**src/rtl/pwr_seq_pkg.sv**
```systemverilog
package pwr_seq_pkg;

   localparam int DLY_A_MS = 80;
   localparam int DLY_B_MS = 120;
   localparam int DLY_C_MS = 220;
   localparam int DLY_D_MS = 420;
   localparam int CNT_W    = $clog2(DLY_D_MS + 1);

   localparam logic [2:0] SLOT_OFF = 3'b000;
   localparam logic [2:0] SLOT_P0  = 3'b001;
   localparam logic [2:0] SLOT_P25 = 3'b010;
   localparam logic [2:0] SLOT_P50 = 3'b011;
   localparam logic [2:0] SLOT_END = 3'b100;
   localparam logic [2:0] SLOT_AON = 3'b111;

   typedef enum logic [2:0] {
      ST_OFF,
      ST_SEQ,
      ST_RETRY,
      ST_SHUT,
      ST_RUN
   } seq_state_t;

   function automatic logic [CNT_W-1:0] delay_of(input logic [1:0] sel);
      case (sel)
         2'd0:    delay_of = CNT_W'(DLY_A_MS);
         2'd1:    delay_of = CNT_W'(DLY_B_MS);
         2'd2:    delay_of = CNT_W'(DLY_C_MS);
         default: delay_of = CNT_W'(DLY_D_MS);
      endcase
   endfunction

endpackage

```
**src/rtl/pwr_seq_fsm.sv**
```systemverilog
module pwr_seq_fsm
   import pwr_seq_pkg::*;
#(
   parameter int RETRY_MS = 500
) (
   input  logic             clk,
   input  logic             rst_n,
   input  logic             ms_tick,
   input  logic [1:0]       dly_sel,
   input  logic             key_on_allow,
   input  logic             retry_cfg,
   input  logic             uv_flag,
   input  logic             chg_present,
   input  logic             key_press,
   output logic [CNT_W-1:0] count,
   output logic [CNT_W-1:0] delay,
   output logic             active,
   output logic             released,
   output logic             sys_en
);
   localparam int RW = (RETRY_MS > 1) ? $clog2(RETRY_MS) : 1;

   initial begin
      assert (RETRY_MS >= 2) else $error("RETRY_MS must be at least 2");
   end

   seq_state_t      state;
   logic            chg_q;
   logic [RW-1:0]   rcnt;
   logic            start;

   assign delay    = delay_of(dly_sel);
   assign start    = (chg_present && !chg_q) || (key_press && key_on_allow);
   assign active   = (state == ST_SEQ) || (state == ST_RETRY) || (state == ST_RUN);
   assign released = (state == ST_RUN);
   assign sys_en   = active;

   always_ff @(posedge clk or negedge rst_n) begin
      if (!rst_n) begin
         state <= ST_OFF;
         chg_q <= 1'b0;
         count <= '0;
         rcnt  <= '0;
      end else begin
         chg_q <= chg_present;
         unique case (state)
            ST_OFF: begin
               if (start) begin
                  state <= ST_SEQ;
                  count <= '0;
               end
            end
            ST_SEQ: begin
               if (uv_flag) begin
                  rcnt <= '0;
                  if (!chg_present)  state <= ST_OFF;
                  else if (retry_cfg) state <= ST_RETRY;
                  else               state <= ST_SHUT;
               end else if (ms_tick) begin
                  count <= count + 1'b1;
                  if (count == delay - 1'b1) state <= ST_RUN;
               end
            end
            ST_RETRY: begin
               if (!chg_present) begin
                  state <= ST_OFF;
               end else if (ms_tick) begin
                  if (rcnt == RW'(RETRY_MS - 1)) begin
                     rcnt <= '0;
                     if (!uv_flag) state <= ST_SEQ;
                  end else begin
                     rcnt <= rcnt + 1'b1;
                  end
               end
            end
            ST_SHUT: begin
               if (!chg_present) state <= ST_OFF;
            end
            ST_RUN: begin
               if (uv_flag && !chg_present) state <= ST_OFF;
            end
            default: state <= ST_OFF;
         endcase
      end
   end

   assert_uv_nochg_off_R7: assert property (@(posedge clk) disable iff (!rst_n)
      (state != ST_OFF && uv_flag && !chg_present) |=> (state == ST_OFF));

   assert_shut_policy_R8: assert property (@(posedge clk) disable iff (!rst_n)
      (state == ST_SEQ && uv_flag && chg_present && !retry_cfg) |=> (state == ST_SHUT));

   assert_retry_freeze_R9: assert property (@(posedge clk) disable iff (!rst_n)
      (state == ST_RETRY && $past(state == ST_RETRY)) |-> $stable(count));

   assert_release_at_delay_R1: assert property (@(posedge clk) disable iff (!rst_n)
      $rose(released) |-> (count == delay));

   assert_sys_with_rst_R10: assert property (@(posedge clk) disable iff (!rst_n)
      released |-> sys_en);

endmodule

```
**src/rtl/seq_slot.sv**
```systemverilog
module seq_slot
   import pwr_seq_pkg::*;
#(
   parameter bit IS_LDO = 1'b1
) (
   input  logic             clk,
   input  logic             rst_n,
   input  logic [2:0]       code,
   input  logic [CNT_W-1:0] count,
   input  logic [CNT_W-1:0] delay,
   input  logic             active,
   input  logic             released,
   input  logic             cmd,
   input  logic             supply_ok,
   output logic             en
);
   logic [CNT_W-1:0] thr_q, thr_h;
   logic             by_cmd;

   assign thr_q  = delay >> 2;
   assign thr_h  = delay >> 1;
   assign by_cmd = released && cmd;

   generate
      if (IS_LDO) begin : g_ldo
         always_comb begin
            case (code)
               SLOT_P0:  en = active;
               SLOT_P25: en = active && (count >= thr_q);
               SLOT_P50: en = active && (count >= thr_h);
               SLOT_END: en = released;
               SLOT_AON: en = supply_ok;
               default:  en = by_cmd;
            endcase
         end
      end else begin : g_buck
         always_comb begin
            case (code)
               SLOT_P0:  en = active;
               SLOT_P25: en = active && (count >= thr_q);
               SLOT_P50: en = active && (count >= thr_h);
               SLOT_END: en = released;
               default:  en = by_cmd;
            endcase
         end
      end
   endgenerate

   assert_off_until_release_R3: assert property (@(posedge clk) disable iff (!rst_n)
      (!released && code == SLOT_OFF) |-> !en);

   assert_seq_needs_power_R2: assert property (@(posedge clk) disable iff (!rst_n)
      (!active && code != SLOT_AON) |-> !en);

endmodule

```
**src/rtl/buck_blank.sv**
```systemverilog
module buck_blank
#(
   parameter int BLANK_MS = 8
) (
   input  logic clk,
   input  logic rst_n,
   input  logic ms_tick,
   input  logic en,
   output logic ramp
);
   localparam int BW = $clog2(BLANK_MS + 1);

   initial begin
      assert (BLANK_MS >= 1) else $error("BLANK_MS must be at least 1");
   end

   logic [BW-1:0] cnt;

   always_ff @(posedge clk or negedge rst_n) begin
      if (!rst_n)                                cnt <= '0;
      else if (!en)                              cnt <= '0;
      else if (ms_tick && cnt != BW'(BLANK_MS))  cnt <= cnt + 1'b1;
   end

   assign ramp = en && (cnt == BW'(BLANK_MS));

   assert_ramp_needs_en_R5: assert property (@(posedge clk) disable iff (!rst_n)
      ramp |-> en);

   assert_ramp_not_early_R5: assert property (@(posedge clk) disable iff (!rst_n)
      $rose(en) |-> !ramp);

endmodule

```
**src/rtl/pwr_seq_ctrl.sv**
```systemverilog
module pwr_seq_ctrl
   import pwr_seq_pkg::*;
#(
   parameter int N_LDO    = 3,
   parameter int N_BUCK   = 2,
   parameter int BLANK_MS = 8,
   parameter int RETRY_MS = 500
) (
   input  logic                  clk,
   input  logic                  rst_n,
   input  logic                  ms_tick,
   input  logic [1:0]            dly_sel,
   input  logic                  key_on_allow,
   input  logic                  retry_cfg,
   input  logic [3*N_LDO-1:0]    ldo_slot,
   input  logic [3*N_BUCK-1:0]   buck_slot,
   input  logic [N_LDO-1:0]      ldo_cmd,
   input  logic [N_BUCK-1:0]     buck_cmd,
   input  logic                  supply_ok,
   input  logic                  uv_flag,
   input  logic                  chg_present,
   input  logic                  key_press,
   output logic                  sys_en,
   output logic [N_LDO-1:0]      ldo_en,
   output logic [N_BUCK-1:0]     buck_en,
   output logic [N_BUCK-1:0]     buck_ramp,
   output logic                  rst_out_n
);
   initial begin
      assert (N_LDO >= 1 && N_BUCK >= 1) else $error("need at least one LDO and one buck");
   end

   logic [CNT_W-1:0] count, delay;
   logic             active, released;

   pwr_seq_fsm #(.RETRY_MS(RETRY_MS)) u_fsm (
      .clk(clk), .rst_n(rst_n), .ms_tick(ms_tick), .dly_sel(dly_sel),
      .key_on_allow(key_on_allow), .retry_cfg(retry_cfg), .uv_flag(uv_flag),
      .chg_present(chg_present), .key_press(key_press), .count(count),
      .delay(delay), .active(active), .released(released), .sys_en(sys_en)
   );

   assign rst_out_n = released;

   for (genvar i = 0; i < N_LDO; i++) begin : g_ldo
      seq_slot #(.IS_LDO(1'b1)) u_slot (
         .clk(clk), .rst_n(rst_n), .code(ldo_slot[3*i +: 3]), .count(count),
         .delay(delay), .active(active), .released(released), .cmd(ldo_cmd[i]),
         .supply_ok(supply_ok), .en(ldo_en[i])
      );
   end

   for (genvar j = 0; j < N_BUCK; j++) begin : g_buck
      seq_slot #(.IS_LDO(1'b0)) u_slot (
         .clk(clk), .rst_n(rst_n), .code(buck_slot[3*j +: 3]), .count(count),
         .delay(delay), .active(active), .released(released), .cmd(buck_cmd[j]),
         .supply_ok(supply_ok), .en(buck_en[j])
      );
      buck_blank #(.BLANK_MS(BLANK_MS)) u_blank (
         .clk(clk), .rst_n(rst_n), .ms_tick(ms_tick), .en(buck_en[j]),
         .ramp(buck_ramp[j])
      );
   end

   assert_aon_tracks_supply_R4: assert property (@(posedge clk) disable iff (!rst_n)
      (ldo_slot[2:0] == SLOT_AON) |-> (ldo_en[0] == supply_ok));

   assert_reset_only_powered_R10: assert property (@(posedge clk) disable iff (!rst_n)
      !sys_en |-> !rst_out_n);

endmodule

```
**config.mk**
```make
export PLATFORM = sky130hd
export DESIGN_NAME = pwr_seq_ctrl
export DESIGN_NICKNAME = d
export VERILOG_FILES = /design/src/rtl/pwr_seq_pkg.sv /design/src/rtl/pwr_seq_fsm.sv /design/src/rtl/seq_slot.sv /design/src/rtl/buck_blank.sv /design/src/rtl/pwr_seq_ctrl.sv
export SDC_FILE = /design/constraint.sdc
export NUM_CORES = 1
export LEC_CHECK = 0
export BUFFER_PORTS_ARGS = -buffer_cell sky130_fd_sc_hd__buf_2
export CAP_MARGIN = 25
export CORE_UTILIZATION = 45
export DETAILED_ROUTE_END_ITERATION = 16
export PLACE_DENSITY_LB_ADDON = 0.05
export RECOVER_POWER = 50
export SLEW_MARGIN = 20
export SYNTH_ARGS = -nofsm -noshare
export SYNTH_HDL_FRONTEND = slang
export SYNTH_SLANG_ARGS = --single-unit
export TNS_END_PERCENT = 100
```
**constraint.sdc**
```tcl
create_clock -name clk -period 4 [get_ports clk]
set_input_delay 0.8 -clock clk [delete_from_list [all_inputs] [get_ports clk]]
set_output_delay 0.8 -clock clk [all_outputs]
set_load 0.03 [all_outputs]
```
After elaboration in Yosys (flattened, before gate mapping) --
Cells that the tools add are included.
Storage, ports and cells: register bits after elaboration 30, output and inout port bits 9, word-level logic and storage cells 121
Operators by class: $add $sub $neg 5, order comparisons 2, equal/unequal tests 50, mux-type cells 32, reductions and logical operators 26
Operators by type and width (number):
- 9-bit two-way mux | 7
- 3-bit by 2-bit equality test with 1-bit output (second input constant) | 12
- 9-bit one-hot mux with 2 select lines | 2
- 3-bit two-way mux | 11
- 3-bit equality test (second input constant) | 9
- 9-bit one-hot mux with 3 select lines | 1
- 9-bit by 1-bit adder with 9-bit output (second input constant) | 2
- 3-bit by 1-bit equality test with 1-bit output (second input constant) | 6
- 2-bit != test (second input constant) | 9
- 4-bit two-way mux | 4
- 3-bit != test (second input constant) | 5
- 1-bit one-hot mux with 5 select lines | 3
- 3-bit one-hot mux with 5 select lines | 1
- 1-bit logical AND | 14
- 9-bit equality test | 1
- 9-bit equality test (second input constant) | 1
- 9-bit by 7-bit greater-or-equal comparator with 1-bit output | 1
- 9-bit by 8-bit greater-or-equal comparator with 1-bit output | 1
- 9-bit by 1-bit subtractor with 9-bit output (second input constant) | 1
- 4-bit by 1-bit adder with 4-bit output (second input constant) | 2
- 4-bit equality test (second input constant) | 2
- 4-bit != test (second input constant) | 2
- 1-bit one-hot mux with 4 select lines | 2
- 4-bit AND reduction | 2
- 10 further kinds | 14

Depth between registers and ports, before layout --
Gate-level depths: netlist of run 1.
depth in word-level cells 8, gate-level depth with buffers 10, mapped depth without buffers 8

By module --
A second synthesis of run 1 with hierarchy kept.
Second synthesis, totals: cells, all modules 485, area total of the unflattened synthesis 4108.9 µm²
By module, submodules not included:
- pwr_seq_fsm | instances 1, cells each 156, area an instance 1478.9 µm²
- seq_slot at g_ldo[0].u_slot ... | instances 3, cells each 59, area an instance 467.9 µm²
- seq_slot at g_buck[0].u_slot ... | instances 2, cells each 52, area an instance 384.1 µm²
- buck_blank | instances 2, cells each 24, area an instance 229.0 µm²

Worst setup path after synthesis of run 1 --
OpenSTA, ideal clock, no wires.
path kind input -> output, start input dly_sel[0], end output buck_ramp[1], data arrival time 2.673 ns, required time 3.200 ns, path slack 0.527 ns, stages 10, path buffers 2, path through ha_1 -> buf_4 -> inv_1 -> ha_1 -> or3_1 -> a21oi_1 -> o31ai_2 -> a211oi_2 -> a31oi_1 -> buf_4
On the way: cells in the longest elaborated chain, start to end 6, elaborated cells between the ends (all ways) 10, those cells by class 2 x order compare; 2 x eq/ne; 2 x mux; 4 x reduce/logical
RTL lines:
- start: declaration | RTL line pwr_seq_ctrl.sv:12 | input logic [1:0] dly_sel,
- 2-bit equality test (tied with other cells) | RTL line pwr_seq_pkg.sv:25 | case (sel)
- 9-bit one-hot mux with 3 select lines (*) | RTL line pwr_seq_pkg.sv:25
- 9-bit by 8-bit greater-or-equal comparator with 1-bit output / 9-bit by 7-bit greater-or-equal comparator with 1-bit output (equally long branches) | RTL line seq_slot.sv:41, seq_slot.sv:40
- 1-bit logical AND (on tied branches) | RTL line seq_slot.sv:41, seq_slot.sv:40
- 1-bit one-hot mux with 4 select lines (*) | RTL line seq_slot.sv:38 | case (code)
- 1-bit logical AND (*) | RTL line buck_blank.sv:25 | assign ramp = en && (cnt == BW'(BLANK_MS));
- end: declaration | RTL line pwr_seq_ctrl.sv:26 | output logic [N_BUCK-1:0] buck_ramp,
Every way passes the cells marked *; elsewhere a longest branch is shown, timed or not.

Worst setup path after layout of run 1 --
start input dly_sel[0], end output ldo_en[0]
On the way: cells in the longest elaborated chain, start to end 5, elaborated cells between the ends (all ways) 9, those cells by class 2 x order compare; 2 x eq/ne; 2 x mux; 3 x reduce/logical
RTL lines:
- 2-bit equality test (tied with other cells) | RTL line pwr_seq_pkg.sv:25
- 9-bit one-hot mux with 3 select lines (*) | RTL line pwr_seq_pkg.sv:25
- 9-bit by 8-bit greater-or-equal comparator with 1-bit output / 9-bit by 7-bit greater-or-equal comparator with 1-bit output (equally long branches) | RTL line seq_slot.sv:30, seq_slot.sv:29
- 1-bit logical AND (on tied branches) | RTL line seq_slot.sv:30, seq_slot.sv:29
- 1-bit one-hot mux with 5 select lines (*) | RTL line seq_slot.sv:27 | case (code)
- end: declaration | RTL line pwr_seq_ctrl.sv:24 | output logic [N_LDO-1:0] ldo_en,
Marked as above.

==> metrics.txt, run 1 <==
via count=2497; multiplexer share of the synthesized area=0.01879; Worst Path Max Fanout=5; period utilisation layout=0.9244; Rel. slew slack=-0.05907; Clock Tree Root=clkbuf_8; CORE AREA=0.005608 mm^2; Internal=0.7470 mW; Logic pwr share=0.436; post-synthesis compound-gate area fraction=0.2583; DRT Pass-1 Iters=4; syn avg cell area=8.324 um^2; gpl congestion=0.7886; Vias/cell=5.862; # DRC=0; fmax=270.4 MHz; Simple-Gate Fraction of Synth Area=0.2334; clk sinks=30; Crit Path Class=input port to output port; total power=1.267 mW; status=finished, violations left; Port-buffer cells=39; number of routed nets with antenna violations=0; PwrDens=424.0 mW/mm^2; RSZ-0062 raised after global routing=false; Post-Syn Instances=320; Clock Power Share=0.240; Die Ht=78.94 um; Initial DRC Count=81; Worst-path clk slew=0.07 ns; Layout fillers=547; worst r2r dst=g_buck[1].u_blank.cnt[0]$_DFFE_PN0P_; Worst Skew=0.003715 ns; Worst EP required=3.20 ns; TritonCTS Buffers=5; Main synth FF type=dfrtp_1; commonest non-fill, non-tap cell in the layout=buf_2; largest area contributor in the netlist=dfrtp_1; Longest Clk Path Bufs=2; hold_buf cts=0; GRT overflow=0; Synth Area in Adders=0.09582; Global Route Usage Sum=0.2111; vias in the first global route=2315; reg2reg path depth=7; DP Cell Count=418; area post-placement=0.002877 mm^2; die area=0.006232 mm^2; TNS Setup=0 ns; synth top area cells=dfrtp_1 28%, ha_1 8.5%, o21ai_0 5.1%; top cell type's share of synthesized area=0.2818; layout cells sized above 1=0.1667; setup violators final=0; min Tclk post-route=3.698 ns; Critical Path Source Type=input port; Post-synth EDFFs=0; first-pass GRT wire length=10570 um; post-synthesis async set-or-reset flop share=1.000; Syn-to-layout area delta=12.21%; Max-Cap Viols=1; Seq cells post-synth=30; nets=402; Rows=27; die width=78.94 um; Pleak=1.328 nW; XOR/XNOR share of the synthesized area=0.03946; DP Wirelength=4458 um; drt wl/cell=14.04 um; Yosys cell types=55; antenna diode count=0; P_sw=0.5203 mW; Crit Reg-Reg Startpoint=u_fsm.count[2]$_DFFE_PN0P_; actual slew at the worst max-slew pin=1.589 ns; I/O Pins=40; sequential power share=0.325; Initial Utilization=0.4750; Ys Warns=0; Worst R2R Setup Slack=1.82 ns; endpoint class of the critical path=output port; synthesized cell area=0.002664 mm^2; Worst VDD drop=314.3 uV; critical path arrival=2.90 ns; worst hold path type=flip-flop to flip-flop; crit path from=dly_sel[0]; sequential-to-total area share from yosys stat=0.2818; main combinational cell family by area after synthesis=compound AO/OA/AOI/OAI gates; Finished Layout Cells=426; Fin. Hold Viols=0; Worst-Skew Late Latency=0.28 ns; Net Count, Synth=369; WL final=5982 um; Hold Worst Slack=0.4825 ns; failing checks=max-capacitance violations, max-slew violations; Setup crit end=ldo_en[0]; CTS tree=built; Sw Ratio=0.4106; Final Instance Area=0.002989 mm^2; H-tree levels=2; Final Max Tran Viols=31; initial antenna violation count=0; largest net degree at the start of global routing=31; commonest non-fill, non-tap cells in the layout=37 x buf_2, 30 x dfrtp_1, 27 x o21ai_0
-- flip-flops by register name (all words and copies together), names as in the netlist --
signal	cells
u_fsm.count	9
u_fsm.rcnt	9
g_buck.u_blank.cnt	8
u_fsm.state	3
u_fsm.chg_q	1
-- power groups by stage --
stage	Clock (mW)	Sequential, mW	Combinational [mW]
2_1_floorplan	0	0.369	0.475
3_3_place_gp	0	0.419	0.546
3_5_place_dp	0	0.417	0.548
4_1_cts	0.313	0.411	0.550
5_1_grt	0.323	0.422	0.622
6_report	0.304	0.412	0.552
-- synth_stat cells, types with 8 or more instances --
cell type   n
a21oi_1    16
a31oi_1    12
and3_1      8
buf_4       9
dfrtp_1    30
ha_1       18
inv_1      22
nand2_1    18
nand3_1    11
nor2_1     20
o21ai_0    27
o31ai_1     9
xor2_1      8
-- critical path, stage by stage --
cell	delay (ns)
buf_2	0.11
inv_1	0.04
ha_1	0.34
ha_1	0.30
and3b_1	0.18
nor4_1	0.30
o311ai_2	0.21
o311ai_0	0.30
o21ai_0	0.13
buf_2	0.19
-- stage by stage --
stage | setup slack, ns | util
floorplan | 0.5269 | -
global placement | 0.2001 | 0.5129
detailed placement | 0.1489 | 0.5129
CTS | 0.1523 | 0.5324
global route | 0.1142 | 0.5330
finish | 0.3023 | 0.5330
-- what timing repair did --
item	4_1_cts	5_1_grt
gates resized for setup	0	1
setup buffers	0	0
endpoints found under the setup margin	0	5
-- how the worst min path moves through the flow --
| stage | start | cells after the start | end | slack (ns) |
|---|---|---|---|---|
| floorplan | u_fsm.rcnt[7]$_DFFE_PN0P_ | 1 | u_fsm.rcnt[7]$_DFFE_PN0P_ | 0.45 |
| global placement | u_fsm.rcnt[7]$_DFFE_PN0P_ | 1 | u_fsm.rcnt[7]$_DFFE_PN0P_ | 0.47 |
| detailed placement | u_fsm.rcnt[7]$_DFFE_PN0P_ | 1 | u_fsm.rcnt[7]$_DFFE_PN0P_ | 0.47 |
| CTS | u_fsm.rcnt[7]$_DFFE_PN0P_ | 1 | u_fsm.rcnt[7]$_DFFE_PN0P_ | 0.49 |
| global route | u_fsm.rcnt[7]$_DFFE_PN0P_ | 1 | u_fsm.rcnt[7]$_DFFE_PN0P_ | 0.52 |
| finish | u_fsm.rcnt[7]$_DFFE_PN0P_ | 1 | u_fsm.rcnt[7]$_DFFE_PN0P_ | 0.48 |
-- layer usage --
metal | GRT usage | wire length (um)
met5 | 0 | 0
met4 | 0.04545 | 53
met3 | 0.04483 | 339
met2 | 0.3478 | 2643
met1 | 0.2844 | 2946
-- final cells by class --
class                           count  area, um^2  share of cell area
Timing Repair Buffer               44       230.2             0.07702
Inverter                           22       82.58             0.02763
Multi-Input combinational cell    250        1727              0.5776
Sequential cell                    30       750.7              0.2512
Clock buffer                        5       68.82             0.02302
Tap cell                           72       90.09             0.03014
Clock inverter                      3       40.04             0.01339
-- logic make-up (layout without fill, tap and decap cells) --
logic type	count (synthesis)	in the layout
flops	30	30
fa+ha+maj	21	21
simple gates	110	110
compound gates	103	103
xor+xnor	12	12
buf+inv	40	74
mux	4	4
Power figures use the tool's default switching activity.
==> inputs of run 2 (changes only) <==
ABC_AREA = 1   (was not set)
GPL_ROUTABILITY_DRIVEN = 0   (was not set)
==> run 2 against run 1 <==
  * The run still ends with max-capacitance violations, max-slew violations left
  * Global-route usage down 0.90 points
  * Clock skew shrank 0.0016 ns
  * Total power shrank 2.7%
  * Register-to-register slack lost 0.65 ns
  * Flip-flop and latch count did not move
  * Combinational power rose by 10%
  * Utilization fell by 2.1 points
  * Worst hold slack better by 0.025 ns
  * Count of clock-buffer cells in the layout increased by 2
  * Critical path depth up 5
  * Critical path type unchanged
  * Critical endpoint is now buck_ramp[0]
  * Largest cell class unchanged
==> metrics.txt, run 2 <==
Crit Path Class=input port to output port (unchanged); Worst-path clk slew=0.06 ns (was 0.07 ns); Vias/cell=5.116 (was 5.862); reg2reg path depth=8 (was 7); initial antenna violation count=0 (unchanged); DP Wirelength=4770 um (was 4458 um); CORE AREA=0.005956 mm^2 (was 0.005608 mm^2); CTS tree=built (unchanged); TNS Setup=0 ns (unchanged); die width=80.71 um (was 78.94 um); WL final=6124 um (was 5982 um); DP Cell Count=500 (was 418); post-synthesis async set-or-reset flop share=1.000 (unchanged); Worst Hold Launch=u_fsm.rcnt[0]$_DFFE_PN0P_ (was u_fsm.rcnt[7]$_DFFE_PN0P_); top cell type's share of synthesized area=0.2693 (was 0.2818); layout cells sized above 1=0.1386 (was 0.1667); worst r2r dst=u_fsm.count[0]$_DFFE_PN0P_ (was g_buck[1].u_blank.cnt[0]$_DFFE_PN0P_); Crit Reg-Reg Startpoint=u_fsm.state[2]$_DFFE_PN0P_ (was u_fsm.count[2]$_DFFE_PN0P_); Critical Path Source Type=input port (unchanged); Final Max Tran Viols=31 (unchanged); commonest non-fill, non-tap cells in the layout=78 x nand2_1, 65 x inv_1, 42 x nand3_1 (was 37 x buf_2, 30 x dfrtp_1, 27 x o21ai_0); H-tree levels=2 (unchanged); sequential-to-total area share from yosys stat=0.2693 (was 0.2818); status=finished, violations left (unchanged); Post-synth EDFFs=0 (unchanged); TritonCTS Buffers=5 (unchanged); Largest regs=u_fsm.count: 9 flops, u_fsm.rcnt: 9 flops, g_buck.u_blank.cnt: 8 flops (unchanged); Syn-to-layout area delta=9.470% (was 12.21%); Net Count, Synth=447 (was 369); hold_buf cts=0 (unchanged); Worst EP required=3.20 ns (about the same); vias in the first global route=2335 (was 2315); min Tclk post-route=3.643 ns (was 3.698 ns); drt wl/cell=12.06 um (was 14.04 um); Worst Skew=0.002071 ns (was 0.003715 ns); PwrDens=404.2 mW/mm^2 (was 424.0 mW/mm^2); Post-Syn Instances=398 (was 320); post_cts resized=0 (unchanged); synthesized cell area=0.002788 mm^2 (was 0.002664 mm^2); Worst R2R Setup Slack=1.17 ns (was 1.82 ns); via count=2599 (was 2497); fmax=274.5 MHz (was 270.4 MHz); Die Ht=80.71 um (was 78.94 um); Worst Path Max Fanout=7 (was 5); Port-buffer cells=39 (unchanged); GRT overflow=0 (unchanged); failing checks=max-capacitance violations, max-slew violations (unchanged); Worst VDD drop=292.0 uV (was 314.3 uV); first-pass GRT wire length=10320 um (was 10570 um); setup violators final=0 (unchanged); die area=0.006513 mm^2 (was 0.006232 mm^2); Initial DRC Count=88 (was 81); antenna diode count=0 (unchanged); endpoint class of the critical path=output port (unchanged); # DRC=0 (unchanged); Pleak=1.557 nW (was 1.328 nW); DRT Pass-1 Iters=4 (unchanged); Layout fillers=603 (was 547); clk sinks=30 (unchanged); I/O Pins=40 (unchanged); commonest non-fill, non-tap cell in the layout=nand2_1 (was buf_2); Initial Utilization=0.4681 (was 0.4750); nets=481 (was 402); Clock Tree Root=clkbuf_8 (unchanged); Main synth FF type=dfrtp_1 (unchanged); Global Route Usage Sum=0.2021 (was 0.2111); actual slew at the worst max-slew pin=1.602 ns (was 1.589 ns); Post-CTS Setup Inserts=0 (unchanged); Rel. slew slack=-0.06775 (was -0.05907); Longest Clk Path Bufs=2 (unchanged); largest area contributor in the netlist=dfrtp_1 (unchanged); worst hold stages=1 (unchanged); Rows=28 (was 27); most frequent cell after synthesis=nand2_1 (was dfrtp_1); Seq cells post-synth=30 (unchanged); Ys Warns=0 (unchanged); synth top area cells=dfrtp_1 27%, nand2_1 11%, inv_1 8.6% (was dfrtp_1 28%, ha_1 8.5%, o21ai_0 5.1%); RSZ-0062 raised after global routing=false (unchanged); Worst-Skew Late Latency=0.27 ns (was 0.28 ns); period utilisation layout=0.9106 (was 0.9244); WHS Endpoint=u_fsm.rcnt[0]$_DFFE_PN0P_ (was u_fsm.rcnt[7]$_DFFE_PN0P_); Yosys cell types=41 (was 55); syn avg cell area=7.004 um^2 (was 8.324 um^2); Post-synth top cells=78 x nand2_1, 64 x inv_1, 42 x nand3_1 (was 30 x dfrtp_1, 27 x o21ai_0, 22 x inv_1); worst hold path type=flip-flop to flip-flop (unchanged); Finished Layout Cells=508 (was 426); number of routed nets with antenna violations=0 (unchanged); largest net degree at the start of global routing=31 (unchanged); critical path arrival=2.84 ns (was 2.90 ns); Max-Cap Viols=1 (unchanged); Fin. Hold Viols=0 (unchanged)
[run 2: cell types whose count changed in the layout (fill, tap and decap cells not counted), moves of 8 or more]
cell / before / now
nand3_1: 11 / 42
o21ai_0: 27 / 15
inv_1: 22 / 65
nor2_1: 20 / 36
nand2_1: 18 / 78
a31oi_1: 12 / 1
and3_1: 8 / 0
[run 2: final cells by class]
class | instances | area [um^2] | share of cell area
Clock buffer | 7 | 86.33 | 0.02829
Clock inverter | 1 | 5.005 | 0.001640
Inverter | 68 | 255.2 | 0.08364
Multi-Input combinational cell | 287 | 1660 | 0.5441
Sequential cell | 30 | 750.7 | 0.2460
Tap cell | 75 | 93.84 | 0.03075
Timing Repair Buffer | 40 | 200.2 | 0.06560
[run 2: worst max path at each step]
| stage | start | endpoint | slack (ns) | depth (start not counted) |
|---|---|---|---|---|
| 2_1_floorplan | dly_sel[0] | buck_ramp[0] | 0.72 | 15 |
| 3_3_place_gp | dly_sel[1] | buck_ramp[0] | 0.39 | 15 |
| 3_5_place_dp | dly_sel[1] | buck_ramp[0] | 0.37 | 15 |
| 4_1_cts | dly_sel[1] | buck_ramp[0] | 0.36 | 15 |
| 5_1_grt | dly_sel[1] | buck_ramp[0] | 0.15 | 15 |
| 6_report | dly_sel[1] | buck_ramp[0] | 0.36 | 15 |
[run 2: cells by family after synthesis]
kind of cell | after synthesis | share of synthesized area
compound gates | 57 | 0.1270
flops | 30 | 0.2693
xor+xnor | 17 | 0.05341
buf+inv | 81 | 0.1243
mux | 1 | 0.003591
fa+ha+maj | 18 | 0.08079
simple gates | 194 | 0.3416
[run 2: stage by stage]
stage | area, um^2 | setup WS, ns | util | hold WS [ns] | power, mW
6_report | 3052 | 0.3575 | 0.5124 | 0.5080 | 1.233
5_1_grt | 3052 | 0.1468 | 0.5124 | 0.5540 | 1.355
4_1_cts | 3084 | 0.3576 | 0.5179 | 0.5166 | 1.294
3_5_place_dp | 2993 | 0.3651 | 0.5025 | 0.5049 | 1.038
3_3_place_gp | 2993 | 0.3931 | 0.5025 | 0.5019 | 1.037
2_1_floorplan | 2788 | 0.7166 | - | 0.4730 | 0.9183
[run 2: critical path, stage by stage]
cell	delay [ns]
buf_2	0.16
ha_1	0.19
inv_1	0.12
ha_1	0.35
nand2_1	0.06
nor2_1	0.15
nand2_1	0.09
nor2_1	0.09
nand2_1	0.08
nand2_1	0.09
nand3_1	0.07
nand3_1	0.08
nand2_1	0.13
a21oi_1	0.15
buf_2	0.21
[run 2: power by group]
| part | internal, mW | switching, mW | leakage, nW |
|---|---|---|---|
| registers | 0.334 | 0.0445 | 0.412 |
| clock network | 0.139 | 0.108 | 0.0482 |
| logic | 0.175 | 0.433 | 1.10 |
| total | 0.648 | 0.586 | 1.56 |
[run 2: metal layers]
metal | track usage | vias up | wire length, um
li1 | - | 1376 | -
met1 | 0.2668 | 1162 | 2939
met2 | 0.3297 | 51 | 2865
met3 | 0.03409 | 10 | 231
met4 | 0.07500 | 0 | 88
met5 | 0 | - | 0
